## src/rtl/ow_bit_pkg.sv

```systemverilog
package ow_bit_pkg;

  typedef enum logic [1:0] {
    PR_IDLE  = 2'd0,
    PR_WAIT  = 2'd1,
    PR_DRIVE = 2'd2
  } pres_state_e;

  function automatic int us_to_cyc(input int us, input int cyc_per_us);
    return (us * cyc_per_us < 1) ? 1 : us * cyc_per_us;
  endfunction

endpackage

```

## src/rtl/ow_reset_presence.sv

```systemverilog
module ow_reset_presence
  import ow_bit_pkg::*;
#(
  parameter int RST_CYC = 1920,
  parameter int PDH_CYC = 120,
  parameter int PDL_CYC = 480
) (
  input  logic clk_i,
  input  logic rst_ni,
  input  logic bus_i,
  input  logic rise_i,
  output logic abort_o,
  output logic busy_o,
  output logic pull_o,
  output logic reset_seen_o
);
  localparam int LW = $clog2(RST_CYC + 1);
  localparam int PMAX = (PDH_CYC > PDL_CYC) ? PDH_CYC : PDL_CYC;
  localparam int PW = $clog2(PMAX + 1);
  localparam logic [LW-1:0] LOW_SAT = LW'(RST_CYC);
  localparam logic [LW-1:0] LOW_HIT = LW'(RST_CYC - 1);
  localparam logic [PW-1:0] WAIT_END = PW'(PDH_CYC - 1);
  localparam logic [PW-1:0] DRV_END = PW'(PDL_CYC - 1);

  pres_state_e state_q;
  logic [LW-1:0] low_q;
  logic [PW-1:0] ph_q;
  logic pull_q, seen_q;

  // own presence pull is not a master low
  assign abort_o = !bus_i && (state_q != PR_DRIVE) && (low_q == LOW_HIT);
  assign busy_o = (state_q != PR_IDLE);
  assign pull_o = pull_q;
  assign reset_seen_o = seen_q;

  always_ff @(posedge clk_i or negedge rst_ni) begin
    if (!rst_ni) begin
      low_q <= '0;
    end else if (bus_i || state_q == PR_DRIVE) begin
      low_q <= '0;
    end else if (low_q != LOW_SAT) begin
      low_q <= low_q + 1'b1;
    end
  end

  always_ff @(posedge clk_i or negedge rst_ni) begin
    if (!rst_ni) begin
      state_q <= PR_IDLE;
      ph_q    <= '0;
      pull_q  <= 1'b0;
      seen_q  <= 1'b0;
    end else begin
      seen_q <= 1'b0;
      if (rise_i && low_q == LOW_SAT && state_q != PR_DRIVE) begin
        state_q <= PR_WAIT;
        ph_q    <= '0;
        seen_q  <= 1'b1;
      end else begin
        case (state_q)
          PR_WAIT: begin
            if (ph_q == WAIT_END) begin
              state_q <= PR_DRIVE;
              ph_q    <= '0;
              pull_q  <= 1'b1;
            end else begin
              ph_q <= ph_q + 1'b1;
            end
          end
          PR_DRIVE: begin
            if (ph_q == DRV_END) begin
              state_q <= PR_IDLE;
              ph_q    <= '0;
              pull_q  <= 1'b0;
            end else begin
              ph_q <= ph_q + 1'b1;
            end
          end
          default: ph_q <= '0;
        endcase
      end
    end
  end

  AST_SEEN_SINGLE: assert property (@(posedge clk_i) disable iff (!rst_ni)
    seen_q |=> !seen_q);
  AST_PRES_HELD: assert property (@(posedge clk_i) disable iff (!rst_ni)
    (state_q == PR_DRIVE && ph_q != DRV_END) |=> pull_q);
  AST_NO_PULL_WAIT: assert property (@(posedge clk_i) disable iff (!rst_ni)
    (state_q == PR_WAIT) |-> !pull_q);

endmodule

```

## src/rtl/ow_holdoff_timer.sv

```systemverilog
module ow_holdoff_timer #(
  parameter int HOLD_CYC = 8
) (
  input  logic clk_i,
  input  logic rst_ni,
  input  logic abort_i,
  input  logic start_i,
  input  logic tag_i,
  output logic busy_o,
  output logic done_o
);
  localparam int HW = $clog2(HOLD_CYC + 1);
  localparam logic [HW-1:0] H_END = HW'(HOLD_CYC - 1);

  logic [HW-1:0] cnt_q;
  logic busy_q, tag_q, done_q;

  assign busy_o = busy_q;
  assign done_o = done_q;

  always_ff @(posedge clk_i or negedge rst_ni) begin
    if (!rst_ni) begin
      cnt_q  <= '0;
      busy_q <= 1'b0;
      tag_q  <= 1'b0;
      done_q <= 1'b0;
    end else begin
      done_q <= 1'b0;
      if (abort_i) begin
        busy_q <= 1'b0;
        tag_q  <= 1'b0;
      end else if (start_i) begin
        // restart keeps a pending slot mark
        busy_q <= 1'b1;
        cnt_q  <= '0;
        tag_q  <= tag_q | tag_i;
      end else if (busy_q) begin
        if (cnt_q == H_END) begin
          busy_q <= 1'b0;
          tag_q  <= 1'b0;
          done_q <= tag_q;
        end else begin
          cnt_q <= cnt_q + 1'b1;
        end
      end
    end
  end

  AST_DONE_SINGLE: assert property (@(posedge clk_i) disable iff (!rst_ni)
    done_q |=> !done_q);
  AST_DONE_AFTER_BUSY: assert property (@(posedge clk_i) disable iff (!rst_ni)
    $rose(done_q) |-> $past(busy_q));

endmodule

```

## src/rtl/ow_slot_engine.sv

```systemverilog
module ow_slot_engine #(
  parameter int SAMPLE_CYC = 120
) (
  input  logic clk_i,
  input  logic rst_ni,
  input  logic abort_i,
  input  logic start_i,
  input  logic tx_bit_i,
  input  logic bus_i,
  output logic active_o,
  output logic drive_o,
  output logic end_o,
  output logic bit_valid_o,
  output logic bit_value_o
);
  localparam int CW = $clog2(SAMPLE_CYC + 1);
  localparam logic [CW-1:0] S_END = CW'(SAMPLE_CYC - 1);

  logic [CW-1:0] cnt_q;
  logic active_q, sampled_q, drive_q, end_q, valid_q, value_q;

  assign active_o = active_q;
  assign drive_o = drive_q;
  assign end_o = end_q;
  assign bit_valid_o = valid_q;
  assign bit_value_o = value_q;

  always_ff @(posedge clk_i or negedge rst_ni) begin
    if (!rst_ni) begin
      cnt_q     <= '0;
      active_q  <= 1'b0;
      sampled_q <= 1'b0;
      drive_q   <= 1'b0;
      end_q     <= 1'b0;
      valid_q   <= 1'b0;
      value_q   <= 1'b0;
    end else begin
      valid_q <= 1'b0;
      end_q   <= 1'b0;
      if (abort_i) begin
        active_q  <= 1'b0;
        sampled_q <= 1'b0;
        drive_q   <= 1'b0;
      end else if (!active_q) begin
        if (start_i) begin
          active_q  <= 1'b1;
          sampled_q <= 1'b0;
          cnt_q     <= '0;
          drive_q   <= !tx_bit_i;
        end
      end else if (!sampled_q) begin
        cnt_q <= cnt_q + 1'b1;
        if (cnt_q == S_END) begin
          valid_q   <= 1'b1;
          value_q   <= bus_i;
          drive_q   <= 1'b0;
          sampled_q <= 1'b1;
        end
      end else if (bus_i) begin
        active_q <= 1'b0;
        end_q    <= 1'b1;
      end
    end
  end

  AST_DRIVE_WINDOW: assert property (@(posedge clk_i) disable iff (!rst_ni)
    drive_q |-> (active_q && !sampled_q));
  AST_VALID_SINGLE: assert property (@(posedge clk_i) disable iff (!rst_ni)
    valid_q |=> !valid_q);

endmodule

```

## src/rtl/ow_slave_bit_engine.sv

```systemverilog
module ow_slave_bit_engine
  import ow_bit_pkg::*;
#(
  parameter int CYC_PER_US   = 100,
  parameter int RESET_US     = 480,
  parameter int PRES_WAIT_US = 30,
  parameter int PRES_LOW_US  = 120,
  parameter int HOLDOFF_US   = 2,
  parameter int SAMPLE_US    = 30
) (
  input  logic clk_i,
  input  logic rst_ni,
  input  logic bus_i,
  input  logic tx_bit_i,
  output logic bus_pull_o,
  output logic reset_seen_o,
  output logic bit_valid_o,
  output logic bit_value_o,
  output logic holdoff_done_o
);
  localparam int RST_CYC = us_to_cyc(RESET_US, CYC_PER_US);
  localparam int PDH_CYC = us_to_cyc(PRES_WAIT_US, CYC_PER_US);
  localparam int PDL_CYC = us_to_cyc(PRES_LOW_US, CYC_PER_US);
  localparam int HOLD_CYC = us_to_cyc(HOLDOFF_US, CYC_PER_US);
  localparam int SAMPLE_CYC = us_to_cyc(SAMPLE_US, CYC_PER_US);

  logic bus_q, fall, rise;
  logic abort, pres_busy, pres_pull;
  logic slot_active, slot_drive, slot_end, slot_start;
  logic hold_busy, hold_start;

  always_ff @(posedge clk_i or negedge rst_ni) begin
    if (!rst_ni) bus_q <= 1'b1;
    else         bus_q <= bus_i;
  end

  assign fall = bus_q && !bus_i;
  assign rise = !bus_q && bus_i;
  assign slot_start = fall && !hold_busy && !pres_busy;
  assign hold_start = slot_end || (rise && !slot_active);

  ow_reset_presence #(
    .RST_CYC(RST_CYC),
    .PDH_CYC(PDH_CYC),
    .PDL_CYC(PDL_CYC)
  ) i_pres (
    .clk_i       (clk_i),
    .rst_ni      (rst_ni),
    .bus_i       (bus_i),
    .rise_i      (rise),
    .abort_o     (abort),
    .busy_o      (pres_busy),
    .pull_o      (pres_pull),
    .reset_seen_o(reset_seen_o)
  );

  ow_slot_engine #(
    .SAMPLE_CYC(SAMPLE_CYC)
  ) i_slot (
    .clk_i      (clk_i),
    .rst_ni     (rst_ni),
    .abort_i    (abort),
    .start_i    (slot_start),
    .tx_bit_i   (tx_bit_i),
    .bus_i      (bus_i),
    .active_o   (slot_active),
    .drive_o    (slot_drive),
    .end_o      (slot_end),
    .bit_valid_o(bit_valid_o),
    .bit_value_o(bit_value_o)
  );

  ow_holdoff_timer #(
    .HOLD_CYC(HOLD_CYC)
  ) i_hold (
    .clk_i  (clk_i),
    .rst_ni (rst_ni),
    .abort_i(abort),
    .start_i(hold_start),
    .tag_i  (slot_end),
    .busy_o (hold_busy),
    .done_o (holdoff_done_o)
  );

  assign bus_pull_o = pres_pull || slot_drive;

  AST_HOLDOFF_BLOCKS: assert property (@(posedge clk_i) disable iff (!rst_ni)
    (hold_busy && !slot_active) |=> !slot_active);
  AST_RESET_ABORT: assert property (@(posedge clk_i) disable iff (!rst_ni)
    abort |=> (!slot_active && !hold_busy));
  AST_PRES_NO_SLOT: assert property (@(posedge clk_i) disable iff (!rst_ni)
    (pres_busy && !slot_active) |=> !slot_active);
  AST_PULL_EXCL: assert property (@(posedge clk_i) disable iff (!rst_ni)
    !(pres_pull && slot_drive));

endmodule

```

## config.mk

```make
export PLATFORM = sky130hd
export DESIGN_NAME = ow_slave_bit_engine
export DESIGN_NICKNAME = d
export VERILOG_FILES = /design/src/rtl/ow_bit_pkg.sv /design/src/rtl/ow_reset_presence.sv /design/src/rtl/ow_holdoff_timer.sv /design/src/rtl/ow_slot_engine.sv /design/src/rtl/ow_slave_bit_engine.sv
export SDC_FILE = /design/constraint.sdc
export NUM_CORES = 1
export LEC_CHECK = 0
export ABC_AREA = 1
export ABC_CLOCK_PERIOD_IN_PS = 2700
export BUFFER_PORTS_ARGS = -buffer_cell sky130_fd_sc_hd__buf_4
export CORE_ASPECT_RATIO = 1.75
export CORE_UTILIZATION = 40
export CTS_CLUSTER_SIZE = 28
export DETAILED_ROUTE_END_ITERATION = 10
export GPL_TIMING_DRIVEN = 0
export MAX_ROUTING_LAYER = met4
export SYNTH_ARGS = -nofsm -noshare
export SYNTH_HDL_FRONTEND = slang
export SYNTH_HIERARCHICAL = 1
export SYNTH_SLANG_ARGS = --single-unit
```

## constraint.sdc

```tcl
create_clock -name clk_i -period 2.7 [get_ports clk_i]
set_input_delay 0.405 -clock clk_i [delete_from_list [all_inputs] [get_ports clk_i]]
set_output_delay 0.405 -clock clk_i [all_outputs]
set_load 0.01 [all_outputs]
```

Yosys cells after proc, flatten, opt, wreduce, memory -nomap -nowiden
Cells that the tools add are included.

word-level totals
  bits in registers = 64
  input bits = 4
  logic and storage cells = 131
  output and inout port bits = 5

operators by class
  equality and inequality tests = 18
  reductions and logical operators = 34
  bitwise operators = 4
  mux-type cells = 54
  add/subtract/negate cells = 4

operators with widths
  kind                   number
  $mux 14                3
  $mux 1                 37
  $mux 12                3
  $eq 16x16->1 const B   2
  $mux 16                2
  $pmux 14 s2            1
  $mux 8                 3
  $add 16x1->16 const B  1
  $ne 16x16->1 const B   1
  $add 14x1->14 const B  1
  $eq 14x12->1 const B   1
  $eq 14x14->1 const B   1
  $add 12x1->12 const B  1
  $eq 12x12->1 const B   1
  $reduce_and 3->1       4
  $reduce_bool 3->1      4
  $reduce_bool 2->1      5
  $logic_and 1x1->1      9
  $ne 3x3->1 const B     3
  $add 8x1->8 const B    1
  $eq 8x8->1 const B     1
  $ne 2x2->1 const B     4
  $reduce_and 4->1       2
  $logic_not 1->1        6
  other kinds (11)       17

Depth between registers and ports, before layout
Gate-level depths: netlist (run 1).

  word-level depth = 7
  mapped depth = 14
  gate-level depth less buffers = 14

Hierarchy
The synthesis (run 1) kept the hierarchy.

by module, submodules not included
  module               area each (sq um)  instances  seq. area each (sq um)  cells an instance
  ow_reset_presence    1995.7             1          850.8                   257
  ow_slot_engine       1044.8             1          450.4                   137
  ow_holdoff_timer     623.1              1          275.3                   85
  ow_slave_bit_engine  78.8               1          26.3                    14

Least setup slack after synthesis (run 1)
No wires, ideal clock.

  kind = register to register
  start = register i_pres.state_q[0]
  end = register i_slot.cnt_q[6]
  data arrival time = 2.068 ns
  setup slack = 0.568 ns
  clock period less this slack = 2.132 ns
  stages on the path, launching flop included = 13
  path buffers = 2
  required time = 2.636 ns
  path through = dfrtp_1 inv_1 ha_1 nor2_1 buf_2 nand4_1 nor2_1 inv_1 nand3_4 inv_4 buf_6 a21oi_2 o21a_1

on the way
  word-level cells in the longest chain between the ends = 5
  elaborated cells between the ends (all ways) = 9

ends and longest elaborated chain
  what                            RTL line                   text
  from (decl)                     ow_reset_presence.sv:25    pres_state_e state_q;
  from (signal assigned)          ow_reset_presence.sv:48    state_q <= PR_IDLE;
  from (signal assigned)          ow_reset_presence.sv:55    state_q <= PR_WAIT;
  from (signal assigned)          ow_reset_presence.sv:62    state_q <= PR_DRIVE;
  $ne 2x2->1                      ow_reset_presence.sv:31    assign abort_o = !bus_i && (state_q != PR_DRIVE) && (low_q == LOW_HIT);
  $logic_and 1x1->1 (2 in a row)  ow_reset_presence.sv:31
  via abort                       ow_slave_bit_engine.sv:28  logic abort, pres_busy, pres_pull;
  $not 1->1 (no line)             n/a
  $reduce_and 3->1 (no line)      n/a
  to (signal assigned)            ow_slot_engine.sv:52       cnt_q <= cnt_q + 1'b1;
  to (decl)                       ow_slot_engine.sv:19       logic [CW-1:0] cnt_q;

The timed path passes the listed nets, and every way through them passes these cells.
A chain may end at the register's enable or synchronous reset.

Worst setup path in the final report (run 1)
Ends and elaborated chain as after synthesis.

==> results of run 1 <==
-- cell usage in the layout, fill, tap and decap left out, types with 2 or more instances in the layout --
master and instances:
sky130_fd_sc_hd__nor3_2 2, sky130_fd_sc_hd__clkbuf_1 2, sky130_fd_sc_hd__buf_6 3, sky130_fd_sc_hd__buf_2 2, sky130_fd_sc_hd__nor2_4 2, sky130_fd_sc_hd__or2_1 2, sky130_fd_sc_hd__inv_1 65, sky130_fd_sc_hd__dfrtp_1 63
sky130_fd_sc_hd__bufinv_16 2, sky130_fd_sc_hd__a21oi_1 12, sky130_fd_sc_hd__clkbuf_8 2, sky130_fd_sc_hd__nand3_2 3, sky130_fd_sc_hd__buf_4 8, sky130_fd_sc_hd__xor2_1 15, sky130_fd_sc_hd__nand3_1 37, sky130_fd_sc_hd__ha_1 9
sky130_fd_sc_hd__o21a_1 2, sky130_fd_sc_hd__inv_2 5, sky130_fd_sc_hd__nor3_1 7, sky130_fd_sc_hd__clkbuf_16 9, sky130_fd_sc_hd__nand3b_1 2, sky130_fd_sc_hd__nand2_2 5, sky130_fd_sc_hd__nor2_2 17, sky130_fd_sc_hd__nand2_4 3
sky130_fd_sc_hd__o21bai_1 3, sky130_fd_sc_hd__o21ai_0 16, sky130_fd_sc_hd__nand4_1 17, sky130_fd_sc_hd__nor2_1 63, sky130_fd_sc_hd__nand2_1 127
-- per-layer routing --
layer	GRT usage	wire, µm	vias to the layer above	part of all wire
met1	0.175	3020	1434	0.41
li1	-	-	1595	-
met3	0.0394	189	19	0.026
met4	0.0888	210	0	0.029
met2	0.312	3950	40	0.54
met5	-	0	-	0
-- registers in the layout, summed over array words and instances, names as in the netlist, 2 cells and up --
signal / cells
i_hold/cnt_q: 8
i_pres/low_q: 16
i_pres/state_q: 2
i_pres/ph_q: 14
i_slot/cnt_q: 12
-- through the flow --
stage / TNS (ns) / hold WS (ns) / utilization
detailed placement: -0.111 / 0.484 / 0.435
finish: 0 / 0.164 / 0.471
CTS: 0 / 0.198 / 0.471
floorplan: 0 / 0.109 / -
global placement: -0.0150 / 0.465 / 0.435
global route: 0 / 0.223 / 0.471
-- cell families (layout without fill, tap and decap cells) --
family / Yosys count / count (layout) / share of synthesized area
AOI/OAI and AO/OA: 37 / 37 / 0.0555
xor gates and xnor gates: 16 / 16 / 0.0374
DFF: 64 / 64 / 0.428
buffers and inverters: 77 / 101 / 0.0876
adders and majority gates: 9 / 9 / 0.0301
and+or+nand+nor: 290 / 290 / 0.361
-- repair_timing --
item                       CTS  global route
setup buffers                0             0
setup endpoints to repair    7            11
resized for setup            1             1
-- path summary, 6_finish.rpt --
check	from	to	slack [ns]	depth (start not counted)
max in group asynchronous	rst_ni	i_pres/ph_q[10]$_DFF_PN0_	1.99	1
min in group clk_i	bus_i	bus_q$_DFF_PN1_	0.23	1
setup / recovery	i_pres/state_q[0]$_DFFE_PN0P_	i_slot/cnt_q[6]$_DFFE_PN0P_	0.23	12
hold reg to reg	i_slot/bit_value_o$_DFFE_PN0P_	i_slot/bit_value_o$_DFFE_PN0P_	0.49	2
setup reg to reg	i_pres/state_q[0]$_DFFE_PN0P_	i_slot/cnt_q[6]$_DFFE_PN0P_	0.23	12
hold / removal	rst_ni	i_slot/cnt_q[5]$_DFFE_PN0P_	0.16	1
-- cell type report --
cell class,instances,share of cell area
multi-input combinational,352,0.424
inverter,71,0.0628
buffer,6,0.0137
timing repair buffer,8,0.0140
clock buffer,13,0.0608
tap,120,0.0351
sequential,64,0.374
clock inverter,3,0.0152
-- power by group --
part           switching (µW)  total (µW)  internal (µW)
Sequential               4.00         969            965
Clock                     399        1260            857
Combinational            33.9        44.3           10.4
Total                     436        2270           1830
==> run summary, run 1 <==
Prior to clock tree synthesis, the placed netlist has a worst setup slack of -0.0440 ns. The area share of the largest cell type after synthesis was 0.421; the final antenna diode count was 0. Setup repair after global routing left no endpoint under its margin. The number of cell rows came out at 46.

For the number of buffers added to fix hold violations after cts, the log shows 0. The transition at the pin with the smallest max-transition slack was 0.816 ns. The routability congestion estimate is 0.845, and the number of DRC violations after detailed routing is 0.

Delay contributed by the slowest stage of the critical path: 0.38 ns. For the worst setup path, the data arrival time is 2.74 ns. By area the synthesized netlist is led by sky130_fd_sc_hd__dfrtp_1 42%, sky130_fd_sc_hd__nand2_1 13%, sky130_fd_sc_hd__inv_1 6.5%. The cell family contributing the most delay on the critical path is simple AND/OR/NAND/NOR gates. Power comes to 2270 µW.

Clock-pin slew was measured on the worst setup and hold paths at 0.06 ns. Each instance of the synthesized netlist takes up on average 7.59 µm². With fillers left out, the area of the finished cells amounts to 4280 µm².

The number of storage elements in the synthesis netlist was 64; the die extent in x was 75.1 µm. The worst-case IR drop observed on VDD is 0.297 mV. The final worst clock skew was 0.00824 ns; the remaining antenna violation count was 0.

After legalization and detailed placement, the total HPWL measured 5.42 mm. The buffer levels on the longest clock path came out at 2. Setup violations remaining at the end of the flow were counted as 0.

The flow ran to the end, and the final reports show no timing, DRC or antenna violations. The number of nets in the synthesized netlist is 506. Top cell type by total area after synthesis: sky130_fd_sc_hd__dfrtp_1.

The sum of overflow across all layers after global routing is 0, and the minimum clock period is 2.47 ns. The share of the clock period used by the worst path after layout works out to 0.914. For the total routing resource utilization after global routing, the log shows 0.176. TritonCTS created 9 clock buffers. The type of element launching the critical path is a flop. The run gives 65 as the largest net degree at the start of global routing. The register area is 1600 µm², and the number of fillers in the final layout is 928.

In the synthesized netlist the dominant register cell turns out to be sky130_fd_sc_hd__dfrtp_1. The post-detailed-placement cell area was 3950 µm². Buffers placed on the I/O ports in this run total 8. The maximum fanout along the worst path is 10.

For the post-synthesis sequential area ratio, the log shows 0.428. STA classifies the critical path endpoint as a flop. Average wire per cell in the routed design: 11.6 µm.

The Yosys step of the flow raised 6 warnings. Wires add up to 7.37 mm. The multi-input combinational cells in the finished layout cover a total of 1820 µm².

The power density over the cells came out at 530 nW/µm². The tools report the root buffer cell as sky130_fd_sc_hd__clkbuf_16. The run gives 0.231 ns as the setup slack after layout. STA puts the critical path data required time at 2.97 ns.

The run gives 9760 µm² as the floorplan die area. From synthesis to final layout, the design area changed by 14.4%. For this block, the initial DRC count from the detailed router was 108. The run gives 525 as the total number of nets in the final design. The buffers plus inverters on the worst setup path was 5; the post-synthesis cell count was 493.

The tools report the clock insertion delay at the later pin of the skew report as 0.33 ns. The number of failing hold endpoints at the final stage was 0; the number of iterations in the first detailed-routing pass was 4. The vertical extent of the die came out at 130 µm. The H-tree was split into 3 levels.

Most numerous cell in the Yosys netlist: sky130_fd_sc_hd__nand2_1. The non-filler instance count after layout is 637. Sorting the synthesized cells by how often they occur yields 127 x sky130_fd_sc_hd__nand2_1, 65 x sky130_fd_sc_hd__inv_1, 65 x sky130_fd_sc_hd__nor2_1. The total area inside the core boundary comes to 9090 µm². The share of layout cells above drive strength 1 came out at 0.137. Post-synthesis async set-or-reset flop share: 1.00.

In this run, synthesis inferred 0 flip-flops with an integrated enable. The top achievable clock speed is 405 MHz. The starting density of the core is 0.412, and the first-pass GRT wire length is 12.6 mm. After detailed routing, the number of vias per cell comes to 4.85. The tool flagged a number of max-cap violations equal to 0. The relative slew slack came out at 0.456.

The slowest stage cell on the critical path is sky130_fd_sc_hd__dfrtp_1. The number of antenna violations at the first check in global routing is 0. TritonCTS built the clock tree. Including well taps, the total number of placed cells is 621. The number of different library cells used by synthesis comes to 35.

The number of primary I/O pins was 9. The logs give 3740 µm² for the netlist area before placement and 0 for the total count of max-transition violations in the final report. The logs give 2,968 for the via count of the first global-routing pass and 0.00215 µW for the leakage component of the power. The classification of the worst-slack hold path was in -> async. Traced cell by cell, the critical path runs through inv_1 -> ha_1 -> nor2_2 -> buf_2 -> nand4_1 -> nor2_2 -> inv_1 -> nand3_4 -> inv_4 -> buf_6 -> a21oi_2 -> o21a_1. The run gives 3,088 as the vias after detailed routing. The clock drives 64 sinks. The worst setup path is of the reg -> reg kind.
Power figures use the tool's default switching activity.
==> inputs of run 2 (changes only) <==
CORE_MARGIN = 3   (was unset)
RECOVER_POWER = 50   (was unset)
SYNTH_HIERARCHICAL = unset   (was 1)
==> run 2 against run 1 <==
The flow now finishes with violations (capacitance limit, slew limit). Synthesized cell count down 8.7%. Global-route usage fell by 1.4 points. Register-to-register slack better by 0.64 ns. Sequential share of layout area grew 1.3 points. Maximum frequency increased by 35%. Clock skew shrank 0.0022 ns. First-iteration DRC count increased by 19%. Hold slack gained 0.049 ns. Critical endpoint is now i_hold.cnt_q[0]$_DFFE_PN0P_.
==> run summary, run 2 <==
Setup repair after global routing left no endpoint under its margin. 0 antenna diodes ended up in the layout. The core outline area came out at 8730 µm².

In this run the power spent charging and discharging nets is 559 µW. The flip-flop count of the largest register, all copies and words added is 16, and the number of antenna violations at the first check in global routing is 0. The tools report the remaining antenna violation count as 0.

The first global-routing pass estimated 13.0 mm of wire. The worst register-to-register path ends at i_hold.cnt_q[0]$_DFFE_PN0P_. The tree is rooted in a sky130_fd_sc_hd__clkbuf_16. The half-perimeter wire length of the detailed placement result was 5.16 mm. The worst min-delay path endpoint is bus_q$_DFF_PN1_. The worst supply voltage drop on vdd was 0.313 mV; the part of the total power dissipated in sequential elements was 0.428. The vias after detailed routing was 2,878. The combinational share of power was 0.070.

TritonCTS created 9 clock buffers. The path depth of the worst reg2reg path came out at 10. Kind of critical path: reg -> reg.

The number of failing hold endpoints at the final stage was 0. The logs give 65 for the total count of max-transition violations in the final report and 0.848 for the routability congestion estimate. Summing every instance area after synthesis gives 3620 µm².

The clock share of power came out at 0.502. After detailed routing, the met2 layer carries 3.82 mm of wire. From synthesis to final layout, the design area changed by 14.3%. For this run, the top clock speed supported by timing is 546 MHz. For the worst-skew pair, the clock arrives at the later sink with an insertion delay of 0.33 ns. For this design, the slowest cell found on the critical path is sky130_fd_sc_hd__dfrtp_1. The initialized floorplan defines 45 standard-cell rows. After synthesis the netlist holds a flip-flop and latch count of 64. The synthesized area per cell came out at 8.04 µm². Register bank with the most flops: i_pres.low_q. After synthesis, the cell types taking the most area are sky130_fd_sc_hd__dfrtp_1 44%, sky130_fd_sc_hd__nand2_1 9.6%, sky130_fd_sc_hd__nor2_1 7.4%. The leakage component of the power is 0.00196 µW.

In this run the critical register-to-register path is launched from i_pres.state_q[0]$_DFFE_PN0P_. The sort of element at the end of the critical path was a flop. The final reports fail on capacitance limit, slew limit. Top cell type by total area after synthesis: sky130_fd_sc_hd__dfrtp_1. For the count of cell types in the netlist, the log shows 41.

Summed over all nets, wire length on met3 after detailed routing comes to 141 µm. The total number of H-tree levels was 3. In this run the top signal layer used is met4. For the total routing resource utilization after global routing, the log shows 0.162. The type of element launching the critical path is a flop. The pre-antenna-repair detailed-routing pass consisted of 4 iterations. The number of buffers added to fix hold violations after cts came out at 0.

Internal power comes to 1870 µW. TritonCTS built the clock tree. In the final layout, the registers with the most flip-flops are i_pres.low_q: 16 flops, i_pres.ph_q: 14 flops, i_slot.cnt_q: 12 flops. The buffer levels on the longest clock path came out at 2. Prior to clock tree synthesis, the placed netlist has a worst setup slack of 0.848 ns. The design draws 2430 µW. The share of the clock period used by the worst path after layout was 0.679; the power density over the cells was 588 nW/µm². Total number of nets in the final design: 482. The run gives 0.868 ns as the setup slack after layout.

In the synthesized netlist the dominant register cell turns out to be sky130_fd_sc_hd__dfrtp_1. On the final layout, the worst clock skew is 0.00602 ns. The Yosys step of the flow raised 0 warnings. For the pin with the worst max-slew slack, the measured transition is 1.65 ns. 9 I/O pins were placed. The run finished, with violations left. The floorplan die area is 10,300 µm².

Most common cell after layout, fill and taps aside: sky130_fd_sc_hd__nand2_1. Counting instances in the post-synthesis netlist gives the leading cell types as 93 x sky130_fd_sc_hd__nand2_1, 71 x sky130_fd_sc_hd__nor2_1, 63 x sky130_fd_sc_hd__dfrtp_1. The total negative slack was 0 ns; the clock-pin slew reported for the worst setup and hold paths after clock tree synthesis was 0.05 ns. In this run the worst hold path is classified as in -> reg. The number of max-cap violations is 1. Traced cell by cell, the critical path runs through inv_1 -> ha_1 -> inv_2 -> nand2_1 -> nor3_2 -> nand3_4 -> nand2_4 -> inv_2 -> nor2_1 -> nor2_1.

Entering global routing, the biggest net connects 65 pins. In this run the post-CTS setup repair buffer count came out at 0. After detailed routing, the number of remaining DRC violations is 0.

The final routed wirelength across all metal layers came out at 7.20 mm. Setup violations remaining at the end of the flow were counted as 0. In the routed layout, each cell is associated on average with a via count of 4.87. The minimum clock period was 1.83 ns; the synthesized net count was 463. For this block, the initial DRC count from the detailed router was 128. The reg2reg setup slack was 0.87 ns; the clock sink count was 64. For the worst setup path, the data arrival time is 2.05 ns. The delay contributed by the slowest stage of the critical path was 0.37 ns. The starting density of the core is 0.415. The via count of the first global-routing pass is 2,934, and the post-synthesis async set-or-reset flop share is 1.00. The relative slew slack was -0.0982; the hold path depth was 1. The required arrival time at the worst endpoint was 2.92 ns. For this run the aggregate overflow at the end of global routing stands at 0. Of all nets on the critical path, the largest fanout is 9. The met1 wire length is 3.06 mm. The area share of the largest cell type after synthesis was 0.436; the quantity of gates resized following cts was 0.

The die extent in x is 77.9 µm. The number of buffers inserted by port buffering was 8; the post-synthesis sequential area ratio was 0.443. The share of layout cells above drive strength 1 was 0.137. In the layout the commonest cells are 93 x sky130_fd_sc_hd__nand2_1, 71 x sky130_fd_sc_hd__nor2_1, 63 x sky130_fd_sc_hd__dfrtp_1, 56 x sky130_fd_sc_hd__inv_1, 27 x sky130_fd_sc_hd__nand3_1. The most numerous cell in the Yosys netlist was sky130_fd_sc_hd__nand2_1. The average wire per cell in the routed design came out at 12.2 µm.

Yosys mapped a number of flops with a built-in enable equal to 0. Beginning of the worst hold path: bus_i. Measured along the y axis, the die boundary spans 132 µm. The cell count after synthesis came out at 450. The switching portion of total power came out at 0.230.
[run 2: kinds of logic (layout without fill, tap and decap cells)]
group,after synthesis,after routing,synth area share
AO/OA/AOI/OAI,47,47,0.0823
adder cells (fa/ha/maj),9,9,0.0311
AND/OR/NAND/NOR,239,239,0.311
flip-flops,64,64,0.443
buffers and inverters,68,92,0.0774
XOR/XNOR,23,23,0.0557
[run 2: how the worst max path moves through the flow]
stage / cells past startpoint / to / start / slack, ns
2_1_floorplan: 10 / i_hold.cnt_q[0]$_DFFE_PN0P_ / i_pres.state_q[0]$_DFFE_PN0P_ / 1.11
3_3_place_gp: 10 / i_hold.cnt_q[0]$_DFFE_PN0P_ / i_pres.state_q[0]$_DFFE_PN0P_ / 0.88
3_5_place_dp: 10 / i_hold.cnt_q[0]$_DFFE_PN0P_ / i_pres.state_q[0]$_DFFE_PN0P_ / 0.85
4_1_cts: 10 / i_hold.cnt_q[0]$_DFFE_PN0P_ / i_pres.state_q[0]$_DFFE_PN0P_ / 0.84
5_1_grt: 10 / i_hold.cnt_q[0]$_DFFE_PN0P_ / i_pres.state_q[0]$_DFFE_PN0P_ / 0.64
6_report: 10 / i_hold.cnt_q[0]$_DFFE_PN0P_ / i_pres.state_q[0]$_DFFE_PN0P_ / 0.87
[run 2: stage by stage]
| stage | area (µm²) | hold WS (ns) | cells | util |
|---|---|---|---|---|
| floorplan | 3620 | 0.109 | 450 | - |
| global placement | 3830 | 0.475 | 575 | 0.438 |
| detailed placement | 3830 | 0.478 | 575 | 0.438 |
| CTS | 4150 | 0.196 | 591 | 0.475 |
| global route | 4140 | 0.212 | 591 | 0.474 |
| finish | 4140 | 0.214 | 591 | 0.474 |
[run 2: power groups by stage]
stage          Combinational [µW]  Sequential [µW]  Clock, µW
4_1_cts                       176             1040       1250
3_5_place_dp                  175             1060          0
5_1_grt                       205             1050       1290
2_1_floorplan                 126             1050          0
6_report                      171             1040       1220
3_3_place_gp                  171             1050          0
[run 2: cell type report]
class                      instances  area [µm²]
clock buffer                      14         284
sequential                        64        1600
tap                              117         146
timing repair buffer               8        53.8
multi-input combinational        318        1740
clock inverter                     2        35.0
fill                             836        4590
inverter                          64         240
buffer                             4        40.0
[run 2: routing by layer]
metal / global-route usage / up-vias
met5: - / -
met4: 0.0749 / 0
met3: 0.0383 / 13
met2: 0.274 / 25
met1: 0.178 / 1374
li1: - / 1466
[run 2: worst max-delay path, delay by kind of cell (launching register included)]
kind | cells | cell delay (ns)
buf+inv | 3 | 0.27
simple gates | 6 | 0.83
flops | 1 | 0.37
fa+ha+maj | 1 | 0.23
==> inputs of run 3 (changes only) <==
ABC_CLOCK_PERIOD_IN_PS = 1600   (was 2700)
clock period = 1.6 ns   (was 2.7 ns; I/O delays follow)
==> run 3 against run 2 <==
The run ends with setup timing left. Non-clock buffer count up 27. First-iteration DRC count up 27%. Hold slack worse by 0.21 ns. Power up 71%. Count of clock-buffer cells in the layout unchanged. Via count up 5.8%. Cell count up 4.7%. Wire length up 10%. Sequential share of layout area down 3.7 points. Global-route usage up 0.58 points. Critical path type unchanged. Largest cell class unchanged.
==> run summary, run 3 (same netlist as run 2, synthesis figures left out) <==
Traced cell by cell, the critical path runs through inv_2 -> ha_2 -> nand4_1 -> a21oi_4 -> nand2_8 -> buf_4 -> o31ai_2. After floorplanning, the core was sized to cover 8730 µm². The tools report the buffer levels on the longest clock path as 2. The setup slack after layout is -0.00361 ns. The library cells used most frequently in the layout, excluding fill and tap cells, are 86 x sky130_fd_sc_hd__nand2_1, 62 x sky130_fd_sc_hd__dfrtp_1, 58 x sky130_fd_sc_hd__nor2_1, 52 x sky130_fd_sc_hd__inv_1, 30 x sky130_fd_sc_hd__buf_4. Clock latency on the worst-skew pair, taken at its later pin, is 0.33 ns.

The number of failing hold endpoints at the final stage is 0, and the vias after detailed routing is 3,044. Buffers plus inverters on the worst setup path: 2. The routed design has 7.94 mm of wire. The register bank with the most flops was i_pres.low_q. The cell family contributing the most delay on the critical path was compound AO/OA/AOI/OAI gates. The cell sitting at the root of the clock tree is a sky130_fd_sc_hd__clkbuf_16.

The switching portion of total power was 0.232; the number of setup violations in the final report was 1. The part of the total power dissipated in sequential elements is 0.423. Reg2reg setup slack: -0.004 ns. For this design the static power due to leakage is 0.00212 µW.

The checks that failed: setup timing. The average vias per placed instance works out to 4.92. Share of the clock period used by the worst path after layout: 1.00.

The tools report the clock buffer count from CTS as 9. In the final routed layout, each cell accounts on average for 12.8 µm. The largest registers in the layout are i_pres.low_q: 16 flops, i_pres.ph_q: 14 flops, i_slot.cnt_q: 12 flops. Final core area utilization: 0.525. The number of DRC violations after detailed routing came out at 0. The first TritonRoute pass finished after 4 iterations. For this design the ratio of total power to cell area is 910 nW/µm². The tools report the total count of max-transition violations in the final report as 0. The tools report the number of buffers added to fix hold violations after cts as 0. Combinational share of power: 0.083. The most common cell after layout, fill and taps aside is sky130_fd_sc_hd__nand2_1. For the worst setup path, the data required time is 1.84 ns. The total number of H-tree levels was 3; the routability congestion estimate was 0.848. The worst setup path is of the reg -> reg kind. Entering global routing, the biggest net connects 65 pins. The final worst clock skew was 0.00525 ns.

The net count of the finished layout is 510. Detailed placement ended at an HPWL of 5.16 mm. The first global-routing pass estimated 13.5 mm of wire.

Data arrives at the worst endpoint at 1.85 ns. The number of primary I/O pins is 9, and the share of layout cells above drive strength 1 is 0.263. Fill cells in the final layout number 782.

For the worst supply voltage drop on vdd, the log shows 0.522 mV. The sort of element at the end of the critical path was a flop. The worst setup path is launched from a flop.

The number of antenna diodes in the final layout is 0. The sum of internal, switching and leakage power was 4170 µW; the flip-flop count of the largest register, all copies and words added was 16. The total routing resource utilization after global routing is 0.168. The floorplan step set the die width to 77.9 µm. In this design, the stage delay of the slowest critical-path cell is 0.41 ns. The floorplan step defined a die boundary enclosing 10,300 µm². Across the run, the number of max-cap violations was 0. The run gives 0 as the number of antenna violations at the first check in global routing. TritonCTS built the clock tree. Along the worst path, the maximum fanout reaches 6.

Sum of overflow across all layers after global routing: 0. Classification of the worst-slack hold path: in -> async. The internal power of the cells was 3200 µW.

The starting density of the core was 0.415. After clock tree synthesis, the clock-pin slew on the worst setup and hold paths is 0.05 ns. At the pin with the least slew margin, the transition time is 0.834 ns.

The tools report the relative slew slack as 0.444. After the first detailed-routing iteration, the DRC count stood at 163. On the critical path, the stage with the largest delay is an instance of sky130_fd_sc_hd__dfrtp_1. For this design the total switching power over the nets is 969 µW. Counting every sink on the clock net gives 64. In this run the core area contains 45 standard-cell rows. The remaining antenna violation count is 0, and the number of buffers inserted by port buffering is 8. Setup repair after global routing could not meet its margin everywhere. The minimum clock period came out at 1.60 ns. The vertical extent of the die works out to 132 µm. The via count of the first global-routing pass was 3,025. The run finished, with violations left. The run gives 624 MHz as the top achievable clock speed. Relative to the synthesized area, the layout overhead comes to 26.5%. The clock share of power was 0.495.
## run 3: cell count changes in the layout (fill, tap and decap cells not counted), moves of 3 or more
| cell | delta |
|---|---|
| sky130_fd_sc_hd__buf_4 | +24 |
| sky130_fd_sc_hd__ha_1 | -7 |
| sky130_fd_sc_hd__ha_2 | +6 |
| sky130_fd_sc_hd__inv_1 | -4 |
| sky130_fd_sc_hd__nand2_1 | -7 |
| sky130_fd_sc_hd__nand2_2 | +5 |
| sky130_fd_sc_hd__nand2_4 | +3 |
| sky130_fd_sc_hd__nor2_1 | -13 |
| sky130_fd_sc_hd__nor2_2 | +11 |
| sky130_fd_sc_hd__nor3_1 | -3 |
| sky130_fd_sc_hd__o21ai_0 | -3 |
## run 3: per-layer routing
metal / global-route usage / up-vias / wire length, µm
met5: - / - / 0
met4: 0.0768 / 0 / 192
met3: 0.0397 / 15 / 166
met2: 0.284 / 34 / 4380
met1: 0.185 / 1466 / 3200
li1: - / 1529 / -
## run 3: final cells by class
type	count	area [µm²]	area share
Sequential cell	64	1600	0.350
Inverter	64	245	0.0536
Tap cell	117	146	0.0320
Buffer	4	43.8	0.00956
Clock inverter	2	35.0	0.00765
Clock buffer	14	284	0.0620
Multi-Input combinational cell	319	1900	0.416
Timing Repair Buffer	35	318	0.0694
## run 3: per-stage QoR
step | setup WS [ns] | area (µm²) | hold slack (ns) | instances | TNS, ns
floorplan | 0.0126 | 3620 | -0.0556 | 450 | 0
global placement | -0.216 | 3830 | 0.377 | 575 | -4.56
detailed placement | -0.252 | 3830 | 0.380 | 575 | -5.37
CTS | -0.0536 | 4340 | 0.0305 | 608 | -0.235
global route | -0.0703 | 4580 | 0.0294 | 619 | -1.55
finish | -0.00361 | 4580 | 0.00410 | 619 | -0.00361
## run 3: power groups by stage
stage | registers (µW) | clock network, µW | logic, µW
3_3_place_gp | 1780 | 0 | 289
6_report | 1760 | 2060 | 345
5_1_grt | 1770 | 2180 | 403
4_1_cts | 1760 | 2100 | 317
2_1_floorplan | 1770 | 0 | 212
3_5_place_dp | 1780 | 0 | 295
## run 3: worst reg2reg max path, delay by kind of cell, from the launching register on
family / cells / cell delay [ns]
AOI/OAI and AO/OA: 2 / 0.43
adders and majority gates: 1 / 0.16
buffers and inverters: 2 / 0.23
DFF: 1 / 0.41
and+or+nand+nor: 2 / 0.29
## run 3: worst paths after layout
check                                          startpoint                        endpoint  cells past startpoint
hold / removal                                     rst_ni        i_pres.ph_q[7]$_DFF_PN0_                      1
max in group asynchronous                          rst_ni        i_pres.ph_q[5]$_DFF_PN0_                      1
min in group clk_i                                  bus_i                 bus_q$_DFF_PN1_                      1
setup / recovery            i_pres.state_q[1]$_DFFE_PN0P_     i_slot.cnt_q[3]$_DFFE_PN0P_                      7
hold reg to reg            i_slot.bit_value_o$_DFFE_PN0P_  i_slot.bit_value_o$_DFFE_PN0P_                      2
setup reg to reg            i_pres.state_q[1]$_DFFE_PN0P_     i_slot.cnt_q[3]$_DFFE_PN0P_                      7
## run 3: timing repair
| item | 4_1_cts | 5_1_grt |
|---|---|---|
| resized for setup | 14 | 41 |
| endpoints found under the setup margin | 43 | 52 |
| cloned | 1 | 2 |
| buffers inserted | 16 | 9 |
| pin swaps | 8 | 15 |
